`src/rtl/dbg_runtime_pkg.sv`:
```
package dbg_runtime_pkg;
    typedef enum logic {
        MODE_RUN   = 1'b0,
        MODE_DEBUG = 1'b1
    } mode_e;

    typedef struct packed {
        mode_e mode;
    } mode_state_t;
endpackage

```
`src/rtl/dbg_mode_fsm.sv`:
```
module dbg_mode_fsm
    import dbg_runtime_pkg::*;
(
    input  logic clk,
    input  logic rst_n,
    input  logic brk_i,
    input  logic brk_en_i,
    input  logic exit_i,
    output logic debug_o,
    output logic clear_o
);
    mode_state_t st_d, st_q;

    always_comb begin
        st_d    = st_q;
        clear_o = 1'b0;
        unique case (st_q.mode)
            MODE_RUN: begin
                if (brk_i && brk_en_i) st_d.mode = MODE_DEBUG;
            end
            MODE_DEBUG: begin
                if (exit_i) begin
                    st_d.mode = MODE_RUN;
                    clear_o   = 1'b1;
                end
            end
            default: st_d.mode = MODE_RUN;
        endcase
    end

    always_ff @(posedge clk or negedge rst_n) begin
        if (!rst_n) st_q <= '{mode: MODE_RUN};
        else        st_q <= st_d;
    end

    assign debug_o = (st_q.mode == MODE_DEBUG);
endmodule

```
`src/rtl/dbg_run_counter.sv`:
```
module dbg_run_counter #(
    parameter int CNT_W = 16
) (
    input  logic             clk,
    input  logic             rst_n,
    input  logic             run_i,
    input  logic             clear_i,
    output logic [CNT_W-1:0] count_o
);
    localparam logic [CNT_W-1:0] CNT_MAX = {CNT_W{1'b1}};

    typedef struct packed {
        logic [CNT_W-1:0] cnt;
    } cnt_state_t;

    cnt_state_t c_d, c_q;

    always_comb begin
        c_d = c_q;
        if (clear_i)
            c_d.cnt = '0;
        else if (run_i && (c_q.cnt != CNT_MAX))
            c_d.cnt = c_q.cnt + 1'b1;
    end

    always_ff @(posedge clk or negedge rst_n) begin
        if (!rst_n) c_q <= '{cnt: '0};
        else        c_q <= c_d;
    end

    assign count_o = c_q.cnt;
endmodule

```
`src/rtl/dbg_runtime_top.sv`:
```
module dbg_runtime_top #(
    parameter int CNT_W = 16
) (
    input  logic             clk,
    input  logic             rst_n,
    input  logic             brk_decoded_i,
    input  logic             brk_enable_i,
    input  logic             debug_exit_i,
    output logic             debug_mode_o,
    output logic             cpu_idle_o,
    output logic [CNT_W-1:0] runtime_o
);
    logic in_debug;
    logic exit_clear;

    dbg_mode_fsm u_mode (
        .clk      (clk),
        .rst_n    (rst_n),
        .brk_i    (brk_decoded_i),
        .brk_en_i (brk_enable_i),
        .exit_i   (debug_exit_i),
        .debug_o  (in_debug),
        .clear_o  (exit_clear)
    );

    dbg_run_counter #(.CNT_W(CNT_W)) u_cnt (
        .clk     (clk),
        .rst_n   (rst_n),
        .run_i   (!in_debug),
        .clear_i (exit_clear),
        .count_o (runtime_o)
    );

    assign debug_mode_o = in_debug;
    assign cpu_idle_o   = in_debug;
endmodule

```
`config.mk`:
```
export PLATFORM = sky130hd
export DESIGN_NAME = dbg_runtime_top
export DESIGN_NICKNAME = d
export VERILOG_FILES = /design/src/rtl/dbg_runtime_pkg.sv /design/src/rtl/dbg_mode_fsm.sv /design/src/rtl/dbg_run_counter.sv /design/src/rtl/dbg_runtime_top.sv
export SDC_FILE = /design/constraint.sdc
export NUM_CORES = 1
export LEC_CHECK = 0
export BUFFER_PORTS_ARGS = -buffer_cell sky130_fd_sc_hd__buf_2
export CAP_MARGIN = 20
export CORE_MARGIN = 5
export CORE_UTILIZATION = 52
export CTS_CLUSTER_SIZE = 25
export DETAILED_ROUTE_END_ITERATION = 6
export MAX_ROUTING_LAYER = met4
export PLACE_DENSITY = 0.74
export SLEW_MARGIN = 40
export SYNTH_ARGS = -nofsm -noshare
export SYNTH_HDL_FRONTEND = slang
export SYNTH_SLANG_ARGS = --single-unit
```
`constraint.sdc`:
```
create_clock -name clk -period 2.33 [get_ports clk]
set_input_delay 0.3495 -clock clk [delete_from_list [all_inputs] [get_ports clk]]
set_output_delay 0.3495 -clock clk [all_outputs]
set_load 0.02 [all_outputs]
```
* After elaboration in Yosys (flattened, before gate mapping) *
Cells that the tools add are included.

storage, ports and cells
  latch bits = 0
  memory bits (writable) = 0
  input bits = 5
  memories kept = 0
  word-level logic and storage cells = 16
  output and inout port bits = 18
  flip-flop bits (word level) = 17
  memory bits (read-only) = 0

operators by class
  mux-type cells = 7
  div/mod/pow operators = 0
  multiply operators = 0
  add/subtract/negate cells = 1
  bitwise logic cells = 1
  order comparisons = 0
  reductions and logical operators = 4
  equality and inequality tests = 1
  shifts and indexed selects = 0

operators with widths
  cell                                                              number
  16-bit 2-to-1 mux                                                 2
  16-bit by 1-bit adder with 16-bit output (second input constant)  1
  16-bit inequality test (second input constant)                    1
  1-bit 2-to-1 mux                                                  4
  1-bit logical AND                                                 2
  1-bit one-hot mux with 2 select lines                             1
  2-bit nonzero test                                                1
  1-bit zero test                                                   1
  1-bit NOT                                                         1

* Logic depth before layout (Yosys ltp) *
  depth after elaboration = 4
  depth in mapped cells = 7
  mapped depth without buffers = 5

* Modules after synthesis *
Synthesis repeated with hierarchy kept, for this count alone.

second synthesis, totals
  cell total of the unflattened synthesis = 104
  area total of the unflattened synthesis = 999.7 um^2

modules (own cells, without submodules)
  module           area an instance (um^2)  cells an instance  instances
  dbg_run_counter  942.2                    98                 1
  dbg_mode_fsm     46.3                     4                  1
  dbg_runtime_top  11.3                     2                  1

* Worst setup path before layout *
Ideal clock, no wire load.

  kind = register -> register
  from = reg u_cnt.c_q, in the netlist u_cnt.count_o[2]
  to = reg u_cnt.c_q, in the netlist u_cnt.count_o[8]
  arrival = 1.608 ns
  required time = 2.205 ns
  slack = 0.597 ns
  cell stages (with the launch flop) = 7
  cell sequence = dfrtp_1 -> and3_1 -> buf_6 -> and3_4 -> a41oi_4 -> o22ai_1 -> mux2_2

on the way
  cells in the longest elaborated chain, start to end = 3

ends and longest elaborated chain
  item                                                                                line                                          text
  start, declared                                                                     dbg_run_counter.sv:16                         cnt_state_t c_d, c_q;
  start signal, assigned                                                              dbg_run_counter.sv:27                         if (!rst_n) c_q <= '{cnt: '0};
  16-bit by 1-bit adder with 16-bit output or 16-bit inequality test (tied branches)  dbg_run_counter.sv:23, dbg_run_counter.sv:22
  16-bit 2-to-1 mux or 1-bit logical AND (tied branches)                              dbg_run_counter.sv:22                         else if (run_i && (c_q.cnt != CNT_MAX))
  16-bit 2-to-1 mux or 2-bit nonzero test (tied branches)                             n/a

Several ways; a longest one is shown, not always the timed one. The select of a mux whose other input is x is not followed.
A chain may end at the register's enable or synchronous reset.

* Final worst setup path *
Ends and elaborated chain as after synthesis.

==> summary.txt <==
Routing
  • DRC viols: 0
  • DRT antenna net count: 0
  • Initial DRC Count: 14
  • Vias/cell: 5.72
  • Final WL: 2180 um
  • Drt first pass iters: 4
  • Vias: 852
  • Routed len/inst: 14.6 um

Synth
  • Syn_area_per_cell: 10.1 um2
  • Yosys reg bits: 17
  • Netlist cell types: 37
  • Cells after Synth: 100
  • Synth area leader: dfrtp_1
  • Register area share after synthesis: 42.3%
  • Main synth FF type: dfrtp_1
  • Yosys top cell area share: 42.3%
  • Synth top area cells: dfrtp_1 42%, nand2_1 5.6%, nand3_1 3.5%, mux2i_1 3.0%, a41oi_4 2.7%
  • Mapped Area: 1010 um2
  • Post-synth EDFFs: 0
  • Synth warnings: 0
  • Synthesized Nets: 106
  • Async SR Flop Fraction: 100%

Min path
  • Min-Delay Path Class: in -> reg
  • Hold Startpoint: brk_enable_i

CTS
  • # clock sinks: 17
  • TritonCTS buffer count: 3
  • Clk slew on worst S/H paths: 0.10 ns
  • H-tree Lvls: 1
  • # resized after CTS: 0
  • Post CTS Setup Buffer Count: 0
  • Hold_buf cts: 1
  • Clk Latency, worst-skew pair: 0.30 ns
  • CTS tree: yes
  • Max Buffers Root-to-Sink: 2
  • Clock Tree Root: clkbuf_4

Place
  • Port buffer count: 22
  • GPL Wtd Cong: 0.831
  • DPL Wire Length: 1610 um
  • Dpl cell area: 1110 um2

GRT
  • Vias in the first global route: 797
  • First-pass GRT wire length: 3650 um
  • All-Layer GR Usage: 18.2%
  • Initial antenna violation count: 0
  • Total grt overflow: 0
  • Largest net degree at the start of global routing: 18

Job
  • Max Cap Viol: 0

Cells and area
  • Most frequent cells in the layout: 22 x buf_2, 17 x dfrtp_1, 15 x nand2_1
  • Area Growth Syn to Fin: 14.1%
  • Diode count: 0
  • Most common cell after layout, fill and taps aside: buf_2
  • Share of layout cells above drive strength 1: 29.5%
  • Design area: 1150 um2
  • Layout Nets: 129

Setup path
  • Crit Path Class: reg -> reg
  • Reg-to-reg startpoint: u_cnt.count_o[2]
  • Crit end category: flop
  • Register-to-register setup slack: 0.44 ns
  • Critical path origin: u_cnt.count_o[2]
  • Worst EP arrival: 2.08 ns
  • Required time worst endpoint: 2.52 ns
  • Startpoint types: flop
  • Critical Path Fanout Max: 15

Die
  • Die area: 2910 um2
  • Area of the core: 1900 um2
  • I/O pins: 23
  • Die height: 54.0 um
  • Row count: 16
  • Initial core utilization: 52.9%
  • Die width: 54.0 um

Timing
  • Period utilization: 81.2%
  • Slew @ Worst Pin: 0.501 ns
  • Final setup violation count: 0
  • Final count of hold timing violations: 0
  • Period minus WS final: 1.89 ns
  • Final Skew: 0.00308 ns
  • Slew headroom: 66.5%
  • Max-slew violations: 0
  • Fmax: 529 MHz
  • RSZ-0062 raised after global routing: no
  • Setup TNS: 0 ns

Power
  • Cell Pwr Density: 693 nW/um2
  • Leak: 0.544 nW
  • Peak VDD IR: 0.360 mV

Outcome
  • Status: completed
sequential cells by signal, summed over array words and instances (netlist names):
signal and flops:
u_cnt.count_o 16, u_mode.debug_o 1
where the power goes:
part | internal [W] | leakage (nW) | switching, W
clock network | 0.0000667 | 0.0150 | 0.0000967
registers | 0.000336 | 0.230 | 0.0000518
logic | 0.0000862 | 0.299 | 0.000158
worst max-delay path, stage by stage, from the launching register on:
cell	delay [ns]
dfrtp_1	0.45
and3_1	0.27
and3_4	0.22
a41oi_4	0.44
o22ai_1	0.13
mux2_2	0.28
routing by layer:
metal | up-vias | routed length, um | track usage (%)
li1 | 411 | - | -
met1 | 398 | 1030 | 23.8
met2 | 34 | 967 | 27.6
met3 | 9 | 112 | 2.49
met4 | 0 | 73 | 8.71
met5 | - | 0 | -
cell families after synthesis:
| family | share of synthesized area (%) |
|---|---|
| compound gates | 20.5 |
| xor+xnor | 1.74 |
| fa+ha+maj | 1.24 |
| buf+inv | 4.60 |
| flops | 42.3 |
| mux | 5.22 |
| simple gates | 24.4 |
metrics by stage:
step,util [%],instances,setup WS [ns],hold WS (ns),power (W)
detailed placement,58.4,144,0.468,0.295,0.000639
finish,60.3,149,0.438,0.281,0.000795
global route,60.3,149,0.327,0.301,0.000845
global placement,58.4,144,0.526,0.288,0.000629
floorplan,-,100,0.597,0.0539,0.000564
CTS,60.3,149,0.449,0.278,0.000802
worst paths after layout:
check                                   end  cells after the start
max                        u_cnt.count_o[8]                      5
min                          u_mode.debug_o                      3
max reg2reg                u_cnt.count_o[8]                      5
min reg2reg                u_cnt.count_o[4]                      1
max in group asynchronous  u_cnt.count_o[4]                      2
min in group asynchronous  u_cnt.count_o[7]                      2
area by class of cell:
cell class | count | area (um2)
Clock buffer | 4 | 26.3
Fill cell | 167 | 754
Inverter | 2 | 7.51
Multi-Input combinational cell | 76 | 534
Sequential cell | 17 | 425
Tap cell | 27 | 33.8
Timing Repair Buffer | 23 | 120
synth_stat cells (2+ instances only):
master and n:
dfrtp_1 17, nand2_1 15, nand3_1 7, o21ai_0 5, a21oi_1 4, and3_1 3
mux2i_1 3, nand2b_1 3, nor2_1 3, a22o_1 2, a31oi_1 2, buf_6 2
inv_1 2, mux2_2 2, nand4_1 2, nor3_1 2, nor4_1 2, o211ai_1 2
o31ai_1 2, or2_2 2, xnor2_1 2
Power figures use the tool's default switching activity.
